File: config.mk
export PLATFORM = sky130hd
export DESIGN_NAME = tile_mesh
export DESIGN_NICKNAME = d
export VERILOG_FILES = /design/src/rtl/mesh_pkg.sv /design/src/rtl/mesh_ctrl.sv /design/src/rtl/mesh_tile.sv /design/src/rtl/mesh_array.sv /design/src/rtl/tile_mesh.sv
export SDC_FILE = /design/constraint.sdc
export NUM_CORES = 1
export LEC_CHECK = 0
export ABC_AREA = 1
export BUFFER_PORTS_ARGS = -buffer_cell sky130_fd_sc_hd__buf_2
export CELL_PAD_IN_SITES_DETAIL_PLACEMENT = 2
export CELL_PAD_IN_SITES_GLOBAL_PLACEMENT = 2
export CORE_AREA = 2 2 157 274
export CTS_CLUSTER_SIZE = 12
export DETAILED_ROUTE_END_ITERATION = 10
export DIE_AREA = 0 0 159 276
export PLACE_DENSITY = 0.72
export SLEW_MARGIN = 20
export SYNTH_ARGS = -nofsm -noshare
export SYNTH_HDL_FRONTEND = slang
export SYNTH_SLANG_ARGS = --single-unit
File: constraint.sdc
create_clock -name clk -period 1 [get_ports clk]
set_input_delay 0.2 -clock clk [delete_from_list [all_inputs] [get_ports clk]]
set_output_delay 0.2 -clock clk [all_outputs]
set_load 0.005 [all_outputs]
File: src/rtl/mesh_pkg.sv
package mesh_pkg;

  typedef enum logic [1:0] {
    SIDE_L = 2'd0,
    SIDE_T = 2'd1,
    SIDE_R = 2'd2,
    SIDE_B = 2'd3
  } side_e;

  typedef struct packed {
    logic shift;
    logic loadDiag;
    logic loadHoriz;
    logic loadVert;
  } meshStrobe_t;

  // Map a canonical side to a physical side for an orientation code.
  // Diagonal first (flip bit 0), then left/right, then top/bottom.
  function automatic logic [1:0] orientSide(input logic [1:0] side, input logic [2:0] orient);
    logic [1:0] s;
    s = side;
    if (orient[0]) s[0] = ~s[0];
    if (orient[1] && !s[0]) s[1] = ~s[1];
    if (orient[2] && s[0]) s[1] = ~s[1];
    return s;
  endfunction

endpackage

File: src/rtl/mesh_ctrl.sv
module mesh_ctrl
  import mesh_pkg::*;
(
  input  logic        scanEn,
  input  logic [1:0]  cfgCode,
  output meshStrobe_t strb
);

  always_comb begin
    strb.shift     = scanEn;
    strb.loadDiag  = (cfgCode == 2'b11);
    strb.loadHoriz = (cfgCode == 2'b10);
    strb.loadVert  = (cfgCode == 2'b01);
  end

endmodule

File: src/rtl/mesh_tile.sv
module mesh_tile
  import mesh_pkg::*;
(
  input  logic        clk,
  input  logic        rstN,
  input  meshStrobe_t strb,
  input  logic [3:0]  sideIn,
  input  logic        chainIn,
  output logic [3:0]  sideOut,
  output logic        stateQ
);

  logic [2:0] orientQ;
  logic [1:0] physL, physT, physR, physB;
  logic       nandVal;
  logic       anyLoad;

  always_comb begin
    physL   = orientSide(SIDE_L, orientQ);
    physT   = orientSide(SIDE_T, orientQ);
    physR   = orientSide(SIDE_R, orientQ);
    physB   = orientSide(SIDE_B, orientQ);
    nandVal = ~(sideIn[physL] & sideIn[physT]);
    anyLoad = strb.loadDiag | strb.loadHoriz | strb.loadVert;
  end

  always_comb begin
    sideOut        = '0;
    sideOut[physR] = stateQ;
    sideOut[physB] = ~stateQ;
  end

  always_ff @(posedge clk or negedge rstN) begin
    if (!rstN) begin
      stateQ  <= 1'b0;
      orientQ <= '0;
    end else begin
      stateQ <= strb.shift ? chainIn : nandVal;
      if (strb.loadDiag)  orientQ[0] <= stateQ;
      if (strb.loadHoriz) orientQ[1] <= stateQ;
      if (strb.loadVert)  orientQ[2] <= stateQ;
    end
  end

  a_r2_shift_capture: assert property (@(posedge clk) disable iff (!rstN)
    strb.shift |=> stateQ == $past(chainIn));

  a_r4_nand_capture: assert property (@(posedge clk) disable iff (!rstN)
    !strb.shift |=> stateQ == $past(nandVal));

  a_r6_diag_load: assert property (@(posedge clk) disable iff (!rstN)
    strb.loadDiag |=> orientQ[0] == $past(stateQ));

  a_r6_horiz_load: assert property (@(posedge clk) disable iff (!rstN)
    strb.loadHoriz |=> orientQ[1] == $past(stateQ));

  a_r6_vert_load: assert property (@(posedge clk) disable iff (!rstN)
    strb.loadVert |=> orientQ[2] == $past(stateQ));

  a_r8_orient_hold: assert property (@(posedge clk) disable iff (!rstN)
    !anyLoad |=> $stable(orientQ));

endmodule

File: src/rtl/mesh_array.sv
module mesh_array
  import mesh_pkg::*;
#(
  parameter int ROWS = 8,
  parameter int COLS = 8
) (
  input  logic            clk,
  input  logic            rstN,
  input  meshStrobe_t     strb,
  input  logic [ROWS-1:0] meshIn,
  input  logic            scanIn,
  output logic [ROWS-1:0] meshOut,
  output logic            scanOut
);

  localparam int CELLS = ROWS * COLS;

  logic [3:0] tileOut [ROWS][COLS];
  logic       chainQ  [CELLS];

  for (genvar r = 0; r < ROWS; r++) begin : gRow
    for (genvar c = 0; c < COLS; c++) begin : gCol
      localparam int POS = r * COLS + (((r % 2) == 0) ? c : (COLS - 1 - c));
      logic [3:0] tIn;
      logic       tChain;

      if (c == 0) begin : gLeftEdge
        assign tIn[SIDE_L] = meshIn[r];
      end else begin : gLeftNbr
        assign tIn[SIDE_L] = tileOut[r][c-1][SIDE_R];
      end

      if (r == 0) begin : gTopEdge
        assign tIn[SIDE_T] = 1'b0;
      end else begin : gTopNbr
        assign tIn[SIDE_T] = tileOut[r-1][c][SIDE_B];
      end

      if (c == COLS - 1) begin : gRightEdge
        assign tIn[SIDE_R] = 1'b0;
      end else begin : gRightNbr
        assign tIn[SIDE_R] = tileOut[r][c+1][SIDE_L];
      end

      if (r == ROWS - 1) begin : gBotEdge
        assign tIn[SIDE_B] = 1'b0;
      end else begin : gBotNbr
        assign tIn[SIDE_B] = tileOut[r+1][c][SIDE_T];
      end

      if (POS == 0) begin : gChainHead
        assign tChain = scanIn;
      end else begin : gChainLink
        assign tChain = chainQ[POS-1];
      end

      mesh_tile tile_i (
        .clk     (clk),
        .rstN    (rstN),
        .strb    (strb),
        .sideIn  (tIn),
        .chainIn (tChain),
        .sideOut (tileOut[r][c]),
        .stateQ  (chainQ[POS])
      );
    end

    assign meshOut[r] = tileOut[r][COLS-1][SIDE_R];
  end

  assign scanOut = chainQ[CELLS-1];

endmodule

File: src/rtl/tile_mesh.sv
module tile_mesh
  import mesh_pkg::*;
#(
  parameter int ROWS = 8,
  parameter int COLS = 8
) (
  input  logic            clk,
  input  logic            rstN,
  input  logic [ROWS-1:0] meshIn,
  input  logic            scanEn,
  input  logic            scanIn,
  input  logic [1:0]      cfgCode,
  output logic [ROWS-1:0] meshOut,
  output logic            scanOut
);

  meshStrobe_t strb;

  mesh_ctrl ctrl_i (
    .scanEn  (scanEn),
    .cfgCode (cfgCode),
    .strb    (strb)
  );

  mesh_array #(.ROWS(ROWS), .COLS(COLS)) array_i (
    .clk     (clk),
    .rstN    (rstN),
    .strb    (strb),
    .meshIn  (meshIn),
    .scanIn  (scanIn),
    .meshOut (meshOut),
    .scanOut (scanOut)
  );

  a_r1_reset_quiet: assert property (@(posedge clk)
    !rstN |-> (meshOut == '0 && scanOut == 1'b0));

endmodule

==> results of run 1 <==
## registers in the layout, indices dropped and copies added, names as in the netlist
name                              count
array_i.gRow.gCol.tile_i.orientQ    192
array_i.gRow.gCol.tile_i.stateQ      64
## placed cells by master, fill, tap and decap left out, types with 30 or more instances in the layout
cell type	instances
o21ai_2	102
nor2_1	81
nand3_2	75
nand2_4	83
nand2_1	515
buf_6	83
nand3_1	62
buf_4	257
nand2_2	219
o21ai_1	30
inv_2	106
o21ai_0	67
dfrtp_1	182
inv_1	121
dfrtp_2	74
## final cells by class
type	instances	share of cell area, %
Clock inverter	5	0.359
Multi-Input combinational cell	1360	39.8
Tap cell	555	3.32
Timing Repair Buffer	388	16.7
Inverter	240	4.45
Clock buffer	45	4.28
Sequential cell	256	31.0
## per-stage QoR
step / TNS, ns / area (µm²) / cells / util, %
final: -21.75 / 20900 / 2849 / 50.3
after global routing: -26.34 / 20900 / 2849 / 50.3
after CTS: -11.72 / 19100 / 2800 / 45.9
after detailed placement: -35.13 / 16000 / 2655 / 38.5
after global placement: -24.04 / 16000 / 2655 / 38.5
after floorplan: 0 / 13600 / 1912 / -
## what timing repair did
item | 4_1_cts | 5_1_grt
setup buffers | 103 | 76
hold buffers | 3 | 0
resized for setup | 488 | 542
pin swaps | 171 | 239
gates cloned | 0 | 0
setup endpoints to repair | 73 | 141
hold endpoints to repair | 258 | 0
## per-layer routing
layer | up-vias | wire length [µm] | global-route usage (%)
li1 | 6671 | - | -
met1 | 7995 | 28400 | 29.3
met2 | 468 | 44300 | 58.7
met3 | 319 | 2400 | 2.49
met4 | 0 | 6160 | 17.2
met5 | - | 0 | 0
## power breakdown
part           total [µW]  switching, µW  leakage [µW]  internal, µW
clock network       11700           5100      0.000482          6600
registers           14600           2650       0.00279         12000
logic               14900           9040       0.00728          5830
## critical path: stages (launching register included)
cell,delay [ns]
dfrtp_1,0.44
inv_2,0.08
nand2_2,0.09
nand2_4,0.08
nor2_4,0.14
buf_6,0.12
## worst max-delay path by stage
stage	start	end	slack [ns]	cells past startpoint
floorplan	array_i.gRow[1].gCol[3].tile_i.stateQ	array_i.gRow[1].gCol[4].tile_i.stateQ	0.006	8
finish	array_i.gRow[2].gCol[7].tile_i.orientQ[0]	meshOut[2]	-0.74	5
detailed placement	array_i.gRow[1].gCol[5].tile_i.orientQ[2]	array_i.gRow[1].gCol[5].tile_i.stateQ	-0.41	8
CTS	array_i.gRow[6].gCol[7].tile_i.stateQ	meshOut[6]	-0.71	6
global placement	array_i.gRow[1].gCol[5].tile_i.orientQ[2]	array_i.gRow[1].gCol[5].tile_i.stateQ	-0.40	8
global route	array_i.gRow[6].gCol[7].tile_i.stateQ	meshOut[6]	-0.79	6
## logic make-up after synthesis
logic type	share of synthesized area [%]
AO/OA/AOI/OAI	9.87
flip-flops	47.1
buffers and inverters	9.35
AND/OR/NAND/NOR	33.7
==> flow_summary.yaml, run 1 <==
worst_hold_path:
  whs_path_depth: 3
  min_path_type: "primary input to flip-flop"
  min_from: "cfgCode[0]"
  worstHoldEndpoint: "array_i.gRow[7].gCol[5].tile_i.orientQ[1]"
layout:
  drive_gt1_share_pct: 52.0
  n_antenna_cell: 0
  finalNetCount: 2288
  num-fill-cells: 4551
  syn2layout_area_growth_pct: 53.8
  seq_area_um2: 6500
  multiInputGateArea_um2: 8340
floorplanning:
  start_util_pct: 32.7
  die_y_um: 276
  row_count: 99
  ios: 23
  die_area_um2: 43900
  chipWidth_um: 159
  core_area_um2: 41600
synthesis:
  yosys-top-cells-count: "nand2_1 (824), dfrtp_1 (256), inv_1 (239)"
  netlist_top_cells_area: "dfrtp_1 (47%), nand2_1 (23%), inv_1 (6.6%), nand3_1 (5.6%), o21ai_0 (5.3%)"
  synth_edf_count: 0
  synth_largest_area_cell: "dfrtp_1"
  syn-instance-count: 1912
  mappedNetlistArea_um2: 13600
  ys.flop_type: "dfrtp_1"
  yosysSeqAreaShare_pct: 47.1
  synth_seq_cells: 256
  yosysMostFrequentCell: "nand2_1"
  yosys.area.top_type_share_pct: 47.1
  syn_area_per_cell_um2: 7.12
  synth_cell_types: 21
  synth.net_count: 1926
  async_flop_share_pct: 100
  yosysWarnings: 0
clock_tree:
  clkTransAtPathRegs_ns: 0.07
  clock_sinks: 256
  clk_latency_ns: 0.60
  cts_buffer_depth: 3
  cts_tree: "built"
  cts-root-buf: "clkbuf_16"
  h-tree-depth: 1
  cts_buffers: 28
sta:
  skew_ns: 0.0155
  setup_ws_ns: -0.743
  hold_ws_ns: 0.0310
  relSlewSlack_pct: 69.7
  finalHoldViolCount: 0
  min_period_ns: 1.74
  setup_violations: 107
  maxSlewViolCount: 0
  fin_crit_sh_pct: 174
  rsz0062_at_grt: "yes"
  fmax_ghz: 0.574
  worst_slew_pin_slew_ns: 0.455
critical_path:
  r2r_cells: 9
  rr_endpoint: "array_i.gRow[2].gCol[6].tile_i.stateQ"
  cp-end-kind: "output port"
  worstPathArrival_ns: 1.54
  crit_required_ns: 0.80
  rr_startpoint: "array_i.gRow[2].gCol[7].tile_i.orientQ[0]"
  reg2reg_slack_ns: -0.45
  critPathKind: "flip-flop to output port"
  cp_max_fo: 3
  setup.worst_path.start_class: "flip-flop"
place:
  place_congestion: 0.811
  place_ws_ns: -0.413
  io_buffers: 22
  dpl.hpwl_mm: 38.7
power:
  power_density_nw_per_um2: 1970
  max-vdd-ir-drop_mv: 1.34
  power_uw: 41200
  power_leakage_uw: 0.0106
drt:
  avgViaCountPerCell: 5.42
  dr.pass1.iters: 6
  drc: 0
  drt-wirelength-per-cell_um: 28.5
  wirelength_mm: 81.3
  antenna_left: 0
  vias: 15500
  dr.first_iter.drc_count: 776
grt:
  grt_start_max_net_pins: 64
  grt_pass1_wl_mm: 101
  antenna_found_initial: 0
  overflow: 0
  grt_pass1_vias: 17400
  grt_usage_pct: 29.5
job:
  max-cap-violations: 0
status:
  violations: "setup timing"
  status: "finished, violations left"
Power figures use the tool's default switching activity.
==> run 2, diff against run 1 <==
==> constraint.sdc (replaced) <==
create_clock -name clk -period 1.6 [get_ports clk]
set_input_delay 0.32 -clock clk [delete_from_list [all_inputs] [get_ports clk]]
set_output_delay 0.32 -clock clk [all_outputs]
set_load 0.005 [all_outputs]
==> flow_summary.yaml, run 2 (same netlist as run 1, synthesis figures left out) <==
drt:
  vias: 12700
  drt-wirelength-per-cell_um: 18.9
  drc: 0
  antenna_left: 0
  wirelength_mm: 48.3
  dr.first_iter.drc_count: 370
  avgViaCountPerCell: 4.96
  dr.pass1.iters: 4
grt:
  antenna_found_initial: 0
  grt_pass1_vias: 14200
  overflow: 0
  grt_usage_pct: 22.1
  grt_start_max_net_pins: 67
  grt_pass1_wl_mm: 77.8
sta:
  min_period_ns: 1.78
  fmax_ghz: 0.562
  hold_ws_ns: 0.0355
  setup_violations: 8
  skew_ns: 0.0223
  relSlewSlack_pct: 72.0
  worst_slew_pin_slew_ns: 0.420
  finalHoldViolCount: 0
  maxSlewViolCount: 0
  setup_ws_ns: -0.178
  rsz0062_at_grt: "yes"
  fin_crit_sh_pct: 111
clock_tree:
  cts-root-buf: "clkbuf_16"
  cts_tree: "built"
  h-tree-depth: 1
  clk_latency_ns: 0.57
  clock_sinks: 256
  cts_buffer_depth: 3
  clkTransAtPathRegs_ns: 0.06
  cts_buffers: 28
critical_path:
  worst-path-buf-inv: 2
  r2r_cells: 8
  rr_endpoint: "array_i.gRow[1].gCol[4].tile_i.stateQ"
  rr_startpoint: "array_i.gRow[1].gCol[5].tile_i.stateQ"
  slowest_delay_ns: 0.44
  critPathKind: "flip-flop to output port"
  cp-end-kind: "output port"
  worstSetupStartpoint: "array_i.gRow[3].gCol[7].tile_i.orientQ[0]"
  setup.worst_path.start_class: "flip-flop"
  crit_family: "flip-flops"
  cp_max_fo: 4
  worstPathArrival_ns: 1.46
  crit_required_ns: 1.28
  slowest_stage: "dfrtp_2"
  crit_chain: "inv_2 > nand2_4 > a21oi_2 > buf_2"
  reg2reg_slack_ns: 0.16
layout:
  final_cell_mix: "nand2_1 (802), dfrtp_1 (252), inv_1 (223)"
  multiInputGateArea_um2: 6030
  drive_gt1_share_pct: 12.8
  finalNetCount: 1999
  largest-register: "array_i.gRow.gCol.tile_i.orientQ"
  reg_top3: "array_i.gRow.gCol.tile_i.orientQ (192), array_i.gRow.gCol.tile_i.stateQ (64)"
  finalNonFillerCells: 2559
  syn2layout_area_growth_pct: 16.3
  mostFrequentLayoutCell: "nand2_1"
  num-fill-cells: 4979
  largest_register_ffs: 192
  seq_area_um2: 6410
  n_antenna_cell: 0
worst_hold_path:
  whs_path_depth: 3
  min_path_type: "primary input to flip-flop"
  worstHoldEndpoint: "array_i.gRow[0].gCol[0].tile_i.stateQ"
  min_from: "scanIn"
place:
  place_congestion: 0.816
  io_buffers: 22
  placed_cells: 2464
  dpl.hpwl_mm: 35.1
floorplanning:
  die_area_um2: 43900
  die_y_um: 276
  ios: 23
  start_util_pct: 32.7
  row_count: 99
  chipWidth_um: 159
  core_area_um2: 41600
status:
  violations: "setup timing"
  status: "finished, violations left"
power:
  power_density_nw_per_um2: 1240
  max-vdd-ir-drop_mv: 0.817
  power_leakage_uw: 0.00855
  power_uw: 19700
job:
  max-cap-violations: 0
run 2: through the flow:
stage / setup TNS, ns / worst slack, ns / area (µm²) / utilization, %
floorplan: 0 / 0.514 / 13600 / -
global placement: 0 / 0.100 / 14500 / 34.8
detailed placement: 0 / 0.0803 / 14500 / 34.8
CTS: -1.20 / -0.217 / 15700 / 37.7
global route: -1.55 / -0.253 / 15800 / 38.0
finish: -0.951 / -0.178 / 15800 / 38.0
run 2: power breakdown:
group	internal, µW	total [µW]	switching [µW]
sequential	7430	8590	1160
clock	3590	6370	2790
combinational	1670	4700	3030
run 2: worst register-to-register path: stages (launching register included):
cell     delay, ns
dfrtp_1       0.40
inv_1         0.18
nand2_1       0.26
nand2_1       0.20
nand2_1       0.07
nand2_1       0.06
nand3_1       0.06
nand2_1       0.07
inv_1         0.04
run 2: area by class of cell:
cell class,instances,share of cell area (%)
Clock buffer,43,5.30
Clock inverter,6,0.229
Inverter,240,5.70
Multi-Input combinational cell,1360,38.1
Sequential cell,256,40.5
Tap cell,555,4.39
Timing Repair Buffer,99,5.73
run 2: worst max path at each step:
stage | cells after the start | to
2_1_floorplan | 8 | array_i.gRow[0].gCol[1].tile_i.stateQ
3_3_place_gp | 8 | array_i.gRow[0].gCol[3].tile_i.stateQ
3_5_place_dp | 8 | array_i.gRow[0].gCol[3].tile_i.stateQ
4_1_cts | 6 | meshOut[6]
5_1_grt | 6 | meshOut[6]
6_report | 4 | meshOut[3]
run 2: what timing repair did:
item / CTS / global route
gates resized for setup: 31 / 21
setup buffers: 32 / 15
hold buffers: 1 / 0
endpoints found under the setup margin: 8 / 9
hold endpoints to repair: 256 / 0
pin swaps: 13 / 8
run 2: layer usage:
metal	up-vias	wire length [µm]	track usage [%]
li1	6062	-	-
met3	61	853	1.88
met4	0	1400	6.62
met1	6471	17700	23.0
met2	98	28300	45.7
met5	-	0	0
